`src/rtl/sls_pkg.sv`:
```
package sls_pkg;
  localparam int unsigned PIX_W_D  = 4;
  localparam int unsigned NPIX_D   = 8;
  localparam int unsigned X_W_D    = 9;
endpackage

```
`src/rtl/sls_row_reg.sv`:
```
module sls_row_reg #(
  parameter int unsigned ROW_W = 32,
  parameter int unsigned X_W   = 9
) (
  input  logic             clk,
  input  logic             rst_n,
  input  logic             load_i,
  input  logic [ROW_W-1:0] row_i,
  input  logic [X_W-1:0]   start_i,
  input  logic             flip_i,
  output logic [ROW_W-1:0] row_q,
  output logic [X_W-1:0]   start_q,
  output logic             flip_q
);
  always_ff @(posedge clk) begin
    if (!rst_n) begin
      row_q   <= '0;
      start_q <= '0;
      flip_q  <= 1'b0;
    end else if (load_i) begin
      row_q   <= row_i;
      start_q <= start_i;
      flip_q  <= flip_i;
    end
  end

  a_r2_capture: assert property (@(posedge clk) disable iff (!rst_n)
    load_i |=> (row_q == $past(row_i)) && (start_q == $past(start_i)));
endmodule

```
`src/rtl/sls_trigger.sv`:
```
module sls_trigger #(
  parameter int unsigned X_W = 9
) (
  input  logic           clk,
  input  logic           rst_n,
  input  logic           load_i,
  input  logic           en_i,
  input  logic [X_W-1:0] xpos_i,
  input  logic [X_W-1:0] start_q,
  output logic           fire_o,
  output logic           armed_o
);
  logic armed_q;
  logic hit;

  assign hit     = (xpos_i == start_q);
  assign fire_o  = armed_q && en_i && !load_i && hit;
  assign armed_o = armed_q;

  always_ff @(posedge clk) begin
    if (!rst_n)      armed_q <= 1'b0;
    else if (load_i) armed_q <= 1'b1;
    else if (fire_o) armed_q <= 1'b0;
  end

  a_r7_one_shot: assert property (@(posedge clk) disable iff (!rst_n)
    fire_o |=> !armed_q);
  a_r2_arm: assert property (@(posedge clk) disable iff (!rst_n)
    load_i |=> armed_q);
  a_r3_needs_enable: assert property (@(posedge clk) disable iff (!rst_n)
    (!en_i && !load_i) |=> (armed_q == $past(armed_q)));
endmodule

```
`src/rtl/sls_seq.sv`:
```
module sls_seq #(
  parameter int unsigned NPIX = 8,
  localparam int unsigned IW  = $clog2(NPIX)
) (
  input  logic          clk,
  input  logic          rst_n,
  input  logic          load_i,
  input  logic          en_i,
  input  logic          fire_i,
  output logic          run_o,
  output logic [IW-1:0] idx_o,
  output logic          done_o
);
  localparam logic [IW-1:0] LAST = IW'(NPIX - 1);
  logic          run_q;
  logic [IW-1:0] idx_q;

  assign done_o = run_q && en_i && !load_i && (idx_q == LAST);
  assign run_o  = run_q;
  assign idx_o  = idx_q;

  always_ff @(posedge clk) begin
    if (!rst_n) begin
      run_q <= 1'b0;
      idx_q <= '0;
    end else if (load_i) begin
      run_q <= 1'b0;
      idx_q <= '0;
    end else if (fire_i) begin
      run_q <= 1'b1;
      idx_q <= '0;
    end else if (run_q && en_i) begin
      if (idx_q == LAST) begin
        run_q <= 1'b0;
        idx_q <= '0;
      end else begin
        idx_q <= idx_q + 1'b1;
      end
    end
  end

  a_r7_stop: assert property (@(posedge clk) disable iff (!rst_n)
    done_o |=> !run_q);
  a_r3_start: assert property (@(posedge clk) disable iff (!rst_n)
    fire_i |=> (run_q && idx_q == '0));
  a_r4_step: assert property (@(posedge clk) disable iff (!rst_n)
    (run_q && en_i && !load_i && !done_o) |=> (run_q && idx_q == $past(idx_q) + 1'b1));
endmodule

```
`src/rtl/sprite_line_shifter.sv`:
```
module sprite_line_shifter
  import sls_pkg::*;
#(
  parameter int unsigned PIX_W = PIX_W_D,
  parameter int unsigned NPIX  = NPIX_D,
  parameter int unsigned X_W   = X_W_D,
  localparam int unsigned ROW_W = PIX_W * NPIX,
  localparam int unsigned IW    = $clog2(NPIX)
) (
  input  logic             clk,
  input  logic             rst_n,
  input  logic             load_i,
  input  logic [ROW_W-1:0] row_i,
  input  logic [X_W-1:0]   xstart_i,
  input  logic             hflip_i,
  input  logic             pix_en_i,
  input  logic [X_W-1:0]   xpos_i,
  output logic [PIX_W-1:0] color_o,
  output logic             valid_o
);
  function automatic logic [PIX_W-1:0] pick_pixel(
    input logic [ROW_W-1:0] row, input logic [IW-1:0] idx, input logic flip);
    int unsigned slot;
    slot = flip ? (NPIX - 1 - int'(idx)) : int'(idx);
    return row[slot*PIX_W +: PIX_W];
  endfunction

  logic [ROW_W-1:0] row_q;
  logic [X_W-1:0]   start_q;
  logic             flip_q;
  logic             fire;
  logic             armed;
  logic             run;
  logic             done;
  logic [IW-1:0]    idx;
  logic [PIX_W-1:0] pix;

  sls_row_reg #(.ROW_W(ROW_W), .X_W(X_W)) u_row (
    .clk(clk), .rst_n(rst_n), .load_i(load_i), .row_i(row_i),
    .start_i(xstart_i), .flip_i(hflip_i),
    .row_q(row_q), .start_q(start_q), .flip_q(flip_q));

  sls_trigger #(.X_W(X_W)) u_trig (
    .clk(clk), .rst_n(rst_n), .load_i(load_i), .en_i(pix_en_i),
    .xpos_i(xpos_i), .start_q(start_q), .fire_o(fire), .armed_o(armed));

  sls_seq #(.NPIX(NPIX)) u_seq (
    .clk(clk), .rst_n(rst_n), .load_i(load_i), .en_i(pix_en_i),
    .fire_i(fire), .run_o(run), .idx_o(idx), .done_o(done));

  assign pix     = pick_pixel(row_q, idx, flip_q);
  assign color_o = run ? pix : '0;
  assign valid_o = run && (pix != '0);

  a_r4_hold: assert property (@(posedge clk) disable iff (!rst_n)
    (!pix_en_i && !load_i) |=> $stable(color_o) && $stable(valid_o));
  a_r9_reload: assert property (@(posedge clk) disable iff (!rst_n)
    load_i |=> (color_o == '0) && !valid_o);
  a_r10_single_source: assert property (@(posedge clk) disable iff (!rst_n)
    !(run && armed));
  a_r8_transparent: assert property (@(posedge clk) disable iff (!rst_n)
    valid_o |-> (color_o != '0));
endmodule

```
`config.mk`:
```
export PLATFORM = sky130hd
export DESIGN_NAME = sprite_line_shifter
export DESIGN_NICKNAME = d
export VERILOG_FILES = /design/src/rtl/sls_pkg.sv /design/src/rtl/sls_row_reg.sv /design/src/rtl/sls_trigger.sv /design/src/rtl/sls_seq.sv /design/src/rtl/sprite_line_shifter.sv
export SDC_FILE = /design/constraint.sdc
export NUM_CORES = 1
export LEC_CHECK = 0
export ABC_AREA = 1
export ABC_CLOCK_PERIOD_IN_PS = 2200
export BUFFER_PORTS_ARGS = -buffer_cell sky130_fd_sc_hd__buf_2
export CAP_MARGIN = 20
export CORE_AREA = 2 2 58 87
export CTS_CLUSTER_SIZE = 16
export DETAILED_ROUTE_END_ITERATION = 6
export DIE_AREA = 0 0 60 89
export GPL_TIMING_DRIVEN = 0
export PLACE_DENSITY = 0.75
export SETUP_SLACK_MARGIN = 0.02
export SLEW_MARGIN = 20
export SYNTH_ARGS = -nofsm -noshare
export SYNTH_HDL_FRONTEND = slang
export SYNTH_SLANG_ARGS = --single-unit
```
`constraint.sdc`:
```
create_clock -name clk -period 2.2 [get_ports clk]
set_input_delay 0.66 -clock clk [delete_from_list [all_inputs] [get_ports clk]]
set_output_delay 0.66 -clock clk [all_outputs]
set_load 0.05 [all_outputs]
```
==> results.md, run 1 <==
* DR vias at ~2.4k
* RSZ-0062 raised after global routing: yes
* Most used DFF post-synth: dfxtp_1
* Worst setup path class: reg2out
* Maximum clock skew at final layout at 0.001619 ns
* Critical Path, Cell by Cell: buf_12 > inv_8 > nand2_8 > nand2_8 > buf_6 > nand2_1 > nand3_1 > nand3_1 > nand2_2 > nand2_2 > nor2_2 > nor2_2 > buf_6
* Worst Hold Path Cells at 2
* Nets@finish at 457
* I/O Pins at 60
* Synth Warn # at 0
* Synth Area in Simple Gates at 27.29%
* RR Endpoint: u_seq.idx_o[2]
* Slowest cell delay on critical path at 0.33 ns
* Antenna Cells at 0
* HP Class: reg2reg
* Power per cell area at 608.7 mW/mm^2
* Final setup fails at 5
* Max Freq at 0.3980 GHz
* Synth Area in XOR/XNOR at 4.031%
* Iteration-0 DRC count of the detailed router at 109
* Internal reg-to-reg setup slack at 0.90 ns
* Hold Fails Final Rpt at 0
* Post-Synth Adder-Cell Area at 1.089%
* Gr ovfl total at 0
* Final slew viol count at 0
* CP max FO at 7
* Post-synth EDFFs at 0
* Row cnt at 30
* CTS tree: yes
* H-tree Lvls at 2
* Min Tclk post-route at 2.512 ns
* LEAKAGE at between 1 and 1.5 nW
* Ranking of synthesized cells by area: dfxtp_1 (41%), o21ai_0 (9.4%), nor2_1 (8.2%)
* Via/cell ratio at just over 5
* Layout cell share with drive strength beyond 1 at 28.50%
* Area Growth Syn to Fin at 30.77%
* Clk root buf: clkbuf_8
* Distinct cell type count after synthesis at 26
* Clock sinks at 47
* CP Capture Type: primary output
* Hpwl dp at 4.397 mm
* M1 GR Usage at 25.02%
* Post-synth top cells: nor2_1 (50), dfxtp_1 (47), nand2_1 (46)
* Avg Cell Area, Syn at 7.004 um^2
* Number of synthesized register bits at 47
* Die area at 0.005340 mm^2
* Asr flop ratio synth at 0%
* GR met3 Demand/Resource at 4.486%
* Max cap viols at 0
* GP Congestion at 0.8343
* Post-Syn Nets at between 300 and 400
* Clock latency at the later pin of the worst-skew pair at 0.30 ns
* WP depth at 13
* Clk pin slew, worst setup/hold paths at 0.08 ns
* Num CTS Buffers at 5
* Slowest CP cell: dfxtp_2
* DRT antenna net count at 0
* Critical Path RT at 1.54 ns
* Peak VDD IR at 0.3818 mV
* Crit path max-delay family: simple AND/OR/NAND/NOR gates
* Mux share of post-synthesis cell area at 0.9804%
* CP endpoint: valid_o
* DRC viols at 0
* Die extent in x at 60 um
* Avg WL per Cell at 13.36 um
* Gr busiest metal: met2
* Initial antenna violation count at 0
* Number of detailed-route iterations in the first pass at 4
* All-Layer GR Usage at between 20% and 30%
* Post-Syn Area at 0.002297 mm^2
* Sequential share of the synthesized area at 40.96%
* Core area at 0.004542 mm^2
* Fin worst setup slack at -0.3124 ns
* Post-synthesis compound-gate area fraction at roughly 16%
* Main combinational cell family by area after synthesis: simple AND/OR/NAND/NOR gates
* Count leader, synth: nor2_1
* I/O Buffers at 58
* Setup Slack @ Placement at -0.07919 ns
* Met2 Use GR at 43.08%
* Post-synth top area cell: dfxtp_1
* Drt total wl at between 6 and 7 mm
* Largest net degree at the start of global routing at 14
* Failing checks: setup timing
* Crit path buffers/inverters at 4
* Number of hold buffers added after CTS at 0
* Status: complete, but fails checks
* Syn Inst Count at 328
* Vias in the first global route at 2281
* First-pass GRT wire length at 9.542 mm
* Crit share post-route at 114.2%
* Critical R2R Launch: u_seq.idx_o[1]
* Worst reg2reg path depth at 5
* CP Launch Type: flip-flop
* Setup crit start: u_row.flip_q
* Die H at ~89 um
* Max_slew headroom at 67.84%
* Synth top area share at 40.96%
* Initial core utilization at 50.58%
* Data arrival time of the critical path at ~1.9 ns
* Worst Max-Slew Pin Slew at 0.4824 ns
* WHS at 0.4639 ns
* Deepest clock path buffer count at 2
[report_power, final]
part / total, W / internal (W) / switching [W]
sequential: 0.000926 / 0.000904 / 0.0000217
combinational: 0.000371 / 0.000158 / 0.000213
clock: 0.000531 / 0.000247 / 0.000284
[placed cells by master, fill, tap and decap left out, drive strengths merged, types with 6 or more instances in the layout]
cell,synthesis,final
buf,7,71
nor2,50,50
nand2,49,49
dfxtp,47,47
o21ai,43,43
inv,37,37
nand3,36,36
a21oi,27,27
clkbuf,10,17
xnor2,6,6
[worst register-to-register path, stage by stage (launching register included)]
cell and delay (ns):
dfxtp_2 0.46, ha_1 0.20, ha_1 0.22, mux2_2 0.25, inv_1 0.05, nor2_1 0.03
[sequential cells by signal, indices dropped and copies added (netlist names)]
signal / cells
u_seq.idx_o: 3
u_row.start_q: 9
u_row.row_q: 32
u_row.flip_q: 1
u_trig.armed_o: 1
u_seq.run_o: 1
[worst min-delay path by stage]
stage | from | to
finish | u_row.row_q[15] | u_row.row_q[15]
global route | u_row.row_q[31] | u_row.row_q[31]
CTS | u_row.row_q[26] | u_row.row_q[26]
detailed placement | u_row.row_q[26] | u_row.row_q[26]
global placement | u_row.row_q[28] | u_row.row_q[28]
floorplan | u_row.row_q[7] | u_row.row_q[7]
[per-layer routing]
layer,vias to the layer above,share of wire [%],routed length (um)
met3,19,4.4,271
met4,0,3.8,235
li1,1198,-,-
met5,-,0,0
met1,1105,39,2396
met2,76,53,3295
[timing repair]
item | in CTS | in global routing
setup endpoints to repair | 5 | 5
setup buffers | 2 | 3
gates resized for setup | 32 | 13
hold endpoints to repair | 0 | 0
cloned | 1 | 1
pin swaps | 8 | 8
[through the flow]
stage          total power (W)  instance area, um^2  TNS (ns)  instances  utilization [%]
4_1_cts               0.001795                 2903   -0.9069        460            63.91
5_1_grt               0.001912                 3004    -1.551        464            66.14
3_5_place_dp          0.001253                 2680  -0.07919        450            59.01
3_3_place_gp          0.001245                 2680  -0.06124        450            59.01
6_report              0.001829                 3004    -1.127        464            66.14
2_1_floorplan         0.001145                 2310         0        328                -
[kinds of logic after synthesis]
family	count (synthesis)
muxes	2
DFF	47
adders and majority gates	2
and+or+nand+nor	144
AOI/OAI and AO/OA	71
xor gates and xnor gates	8
buffers and inverters	54
[final cells by class]
cell class              count  area, um^2
flip-flops and latches     47       947.2
clock inverters             1       5.005
multi-input cells         227        1242
well taps                  64       80.08
repair buffers             65       391.6
clock buffers               6       82.58
plain buffers              17       108.9
fillers                   424        1538
inverters                  37       146.4
Note: power is estimated with default switching activity, not from simulation.
==> run 2, diff against run 1 <==
--- a/config.mk
+++ b/config.mk
@@ -8,13 +8,12 @@
 export ABC_AREA = 1
 export ABC_CLOCK_PERIOD_IN_PS = 2200
 export BUFFER_PORTS_ARGS = -buffer_cell sky130_fd_sc_hd__buf_2
-export CAP_MARGIN = 20
-export CORE_AREA = 2 2 58 87
+export CORE_AREA = 2 2 78 65
 export CTS_CLUSTER_SIZE = 16
 export DETAILED_ROUTE_END_ITERATION = 6
-export DIE_AREA = 0 0 60 89
+export DIE_AREA = 0 0 80 67
 export GPL_TIMING_DRIVEN = 0
-export PLACE_DENSITY = 0.75
+export PLACE_DENSITY = 0.76
 export SETUP_SLACK_MARGIN = 0.02
 export SLEW_MARGIN = 20
 export SYNTH_ARGS = -nofsm -noshare
==> run 2 against run 1 <==
  * The flow still finishes with violations (setup timing)
  * Fmax fell by 1.9%
  * Clock skew rose by 0.0097 ns
  * Count of clock-buffer cells in the layout fell by 1
  * Sequential power barely moved
  * Die area rose by 0.37%
==> results.md, run 2 (synthesized netlist as in run 1, its figures left out) <==
* Clk pin slew, worst setup/hold paths at roughly 0.10 ns
* DR vias at roughly 2.4k
* Hold Fails Final Rpt at 0
* Critical Path RT at 1.54 ns
* DRT antenna net count at 0
* Failing checks: setup timing
* Initial antenna violation count at 0
* Die H at ~67 um
* Via/cell ratio at 5.312
* Gr ovfl total at 0
* Largest net degree at the start of global routing at 18
* Biggest register: u_row.row_q
* CP max FO at 6
* Iteration-0 DRC count of the detailed router at 146
* Deepest clock path buffer count at 2
* Layout cell share with drive strength beyond 1 at 34.66%
* Max_slew headroom at 64.69%
* Vias in the first global route at ~2.3k
* HP Class: reg2reg
* First-pass GRT wire length at 10.06 mm
* Initial core utilization at 50.89%
* Area Growth Syn to Fin at 37.64%
* Clk root buf: clkbuf_8
* Clock sinks at 47
* Hpwl dp at 4.209 mm
* CTS tree: yes
* Crit share post-route at 116.4%
* Final setup fails at 5
* Peak VDD IR at 0.4745 mV
* Number of detailed-route iterations in the first pass at 5
* I/O Pins at 60
* Worst Max-Slew Pin Slew at 0.5297 ns
* Num CTS Buffers at 5
* Post-placement cell count at between 400 and 500
* Commonest non-fill, non-tap cell in the layout: buf_2
* CP Launch Type: flip-flop
* Storage cell area at 947.2 um^2
* RSZ-0062 raised after global routing: yes
* Final Non-Filler Cells at 461
* Commonest non-fill, non-tap cells in the layout: buf_2 (55), nor2_1 (45), dfxtp_1 (44)
* Max cap viols at 0
* Final Power at between 0.0015 and 0.002 W
* Nets@finish at between 400 and 500
* Largest register FFs at 32
* Row cnt at 22
* Multi-input logic area at 0.001373 mm^2
* Worst setup path class: reg2out
* Clock latency at the later pin of the worst-skew pair at roughly 0.30 ns
* Number of hold buffers added after CTS at 0
* I/O Buffers at 58
* Fillers at 373
* Core area at ~0.0045 mm^2
* All-Layer GR Usage at 24.03%
* Die extent in x at 80 um
* Data arrival time of the critical path at 1.90 ns
* GP Congestion at 0.9507
* DRC viols at 0
* Power per cell area at 595.6 mW/mm^2
* H-tree Lvls at 2
* Maximum clock skew at final layout at 0.01135 ns
* Max Freq at 0.3905 GHz
* Fin worst setup slack at -0.3611 ns
* LEAKAGE at 1.409 nW
* Drt total wl at 6.588 mm
* Final slew viol count at 0
* Status: complete, but fails checks
* Avg WL per Cell at 14.29 um
* Min Tclk post-route at 2.561 ns
* Antenna Cells at 0
* Die area at 0.005360 mm^2
* CP Capture Type: primary output
[run 2: routing by layer]
layer / global-route usage [%] / wire, um
met5: 0 / 0
met4: 4.873 / 71
met3: 5.149 / 372
met2: 41.56 / 3267
met1: 30.97 / 2876
[run 2: worst max-delay path, stage by stage (launching register included)]
cell and delay [ns]:
dfxtp_2 0.35, buf_12 0.17, inv_8 0.05, nand2_2 0.08, nand2_4 0.08, nand2_1 0.09, nand3_1 0.11, nand2_2 0.11
nand2_1 0.07, nand2_2 0.10, nand2_1 0.05, nor2_1 0.12, nor2_2 0.05, buf_6 0.16
[run 2: timing repair]
item	4_1_cts	5_1_grt
pin swaps	12	16
gates resized for setup	38	40
setup endpoints to repair	5	5
setup buffers	4	0
cloned	1	2
[run 2: path summary, 6_finish.rpt]
path	slack (ns)	from	to	cells past startpoint
worst max-delay path	-0.36	u_row.flip_q	valid_o	13
worst max register to register	0.88	u_seq.idx_o[1]	u_seq.idx_o[2]	5
worst min-delay path	0.46	u_row.row_q[7]	u_row.row_q[7]	2
worst min register to register	0.46	u_row.row_q[7]	u_row.row_q[7]	2
[run 2: where the power goes]
group / leakage (nW) / internal (W) / switching (W)
Sequential: 0.392 / 0.000904 / 0.0000237
Combinational: 0.970 / 0.000164 / 0.000233
Clock: 0.0467 / 0.000236 / 0.000322
[run 2: area by class of cell]
cell class              count  share of cell area, %
inverters                  37                  4.630
multi-input cells         227                  43.41
plain buffers              17                  3.562
repair buffers             65                  13.02
flip-flops and latches     47                  29.96
clock buffers               5                  2.176
well taps                  60                  2.374
clock inverters             3                 0.8706
[run 2: metrics by stage]
step | worst slack, ns | util [%] | TNS (ns) | instance area [um^2] | hold slack [ns]
after floorplan | 0.01653 | - | 0 | 2310 | 0.4295
after global placement | -0.04961 | 59.26 | -0.04961 | 2675 | 0.4439
after detailed placement | -0.07621 | 59.26 | -0.07621 | 2675 | 0.4492
after CTS | -0.2558 | 65.41 | -0.8340 | 2953 | 0.4638
after global routing | -0.4221 | 70.04 | -1.413 | 3162 | 0.4938
final | -0.3611 | 70.04 | -1.071 | 3162 | 0.4602
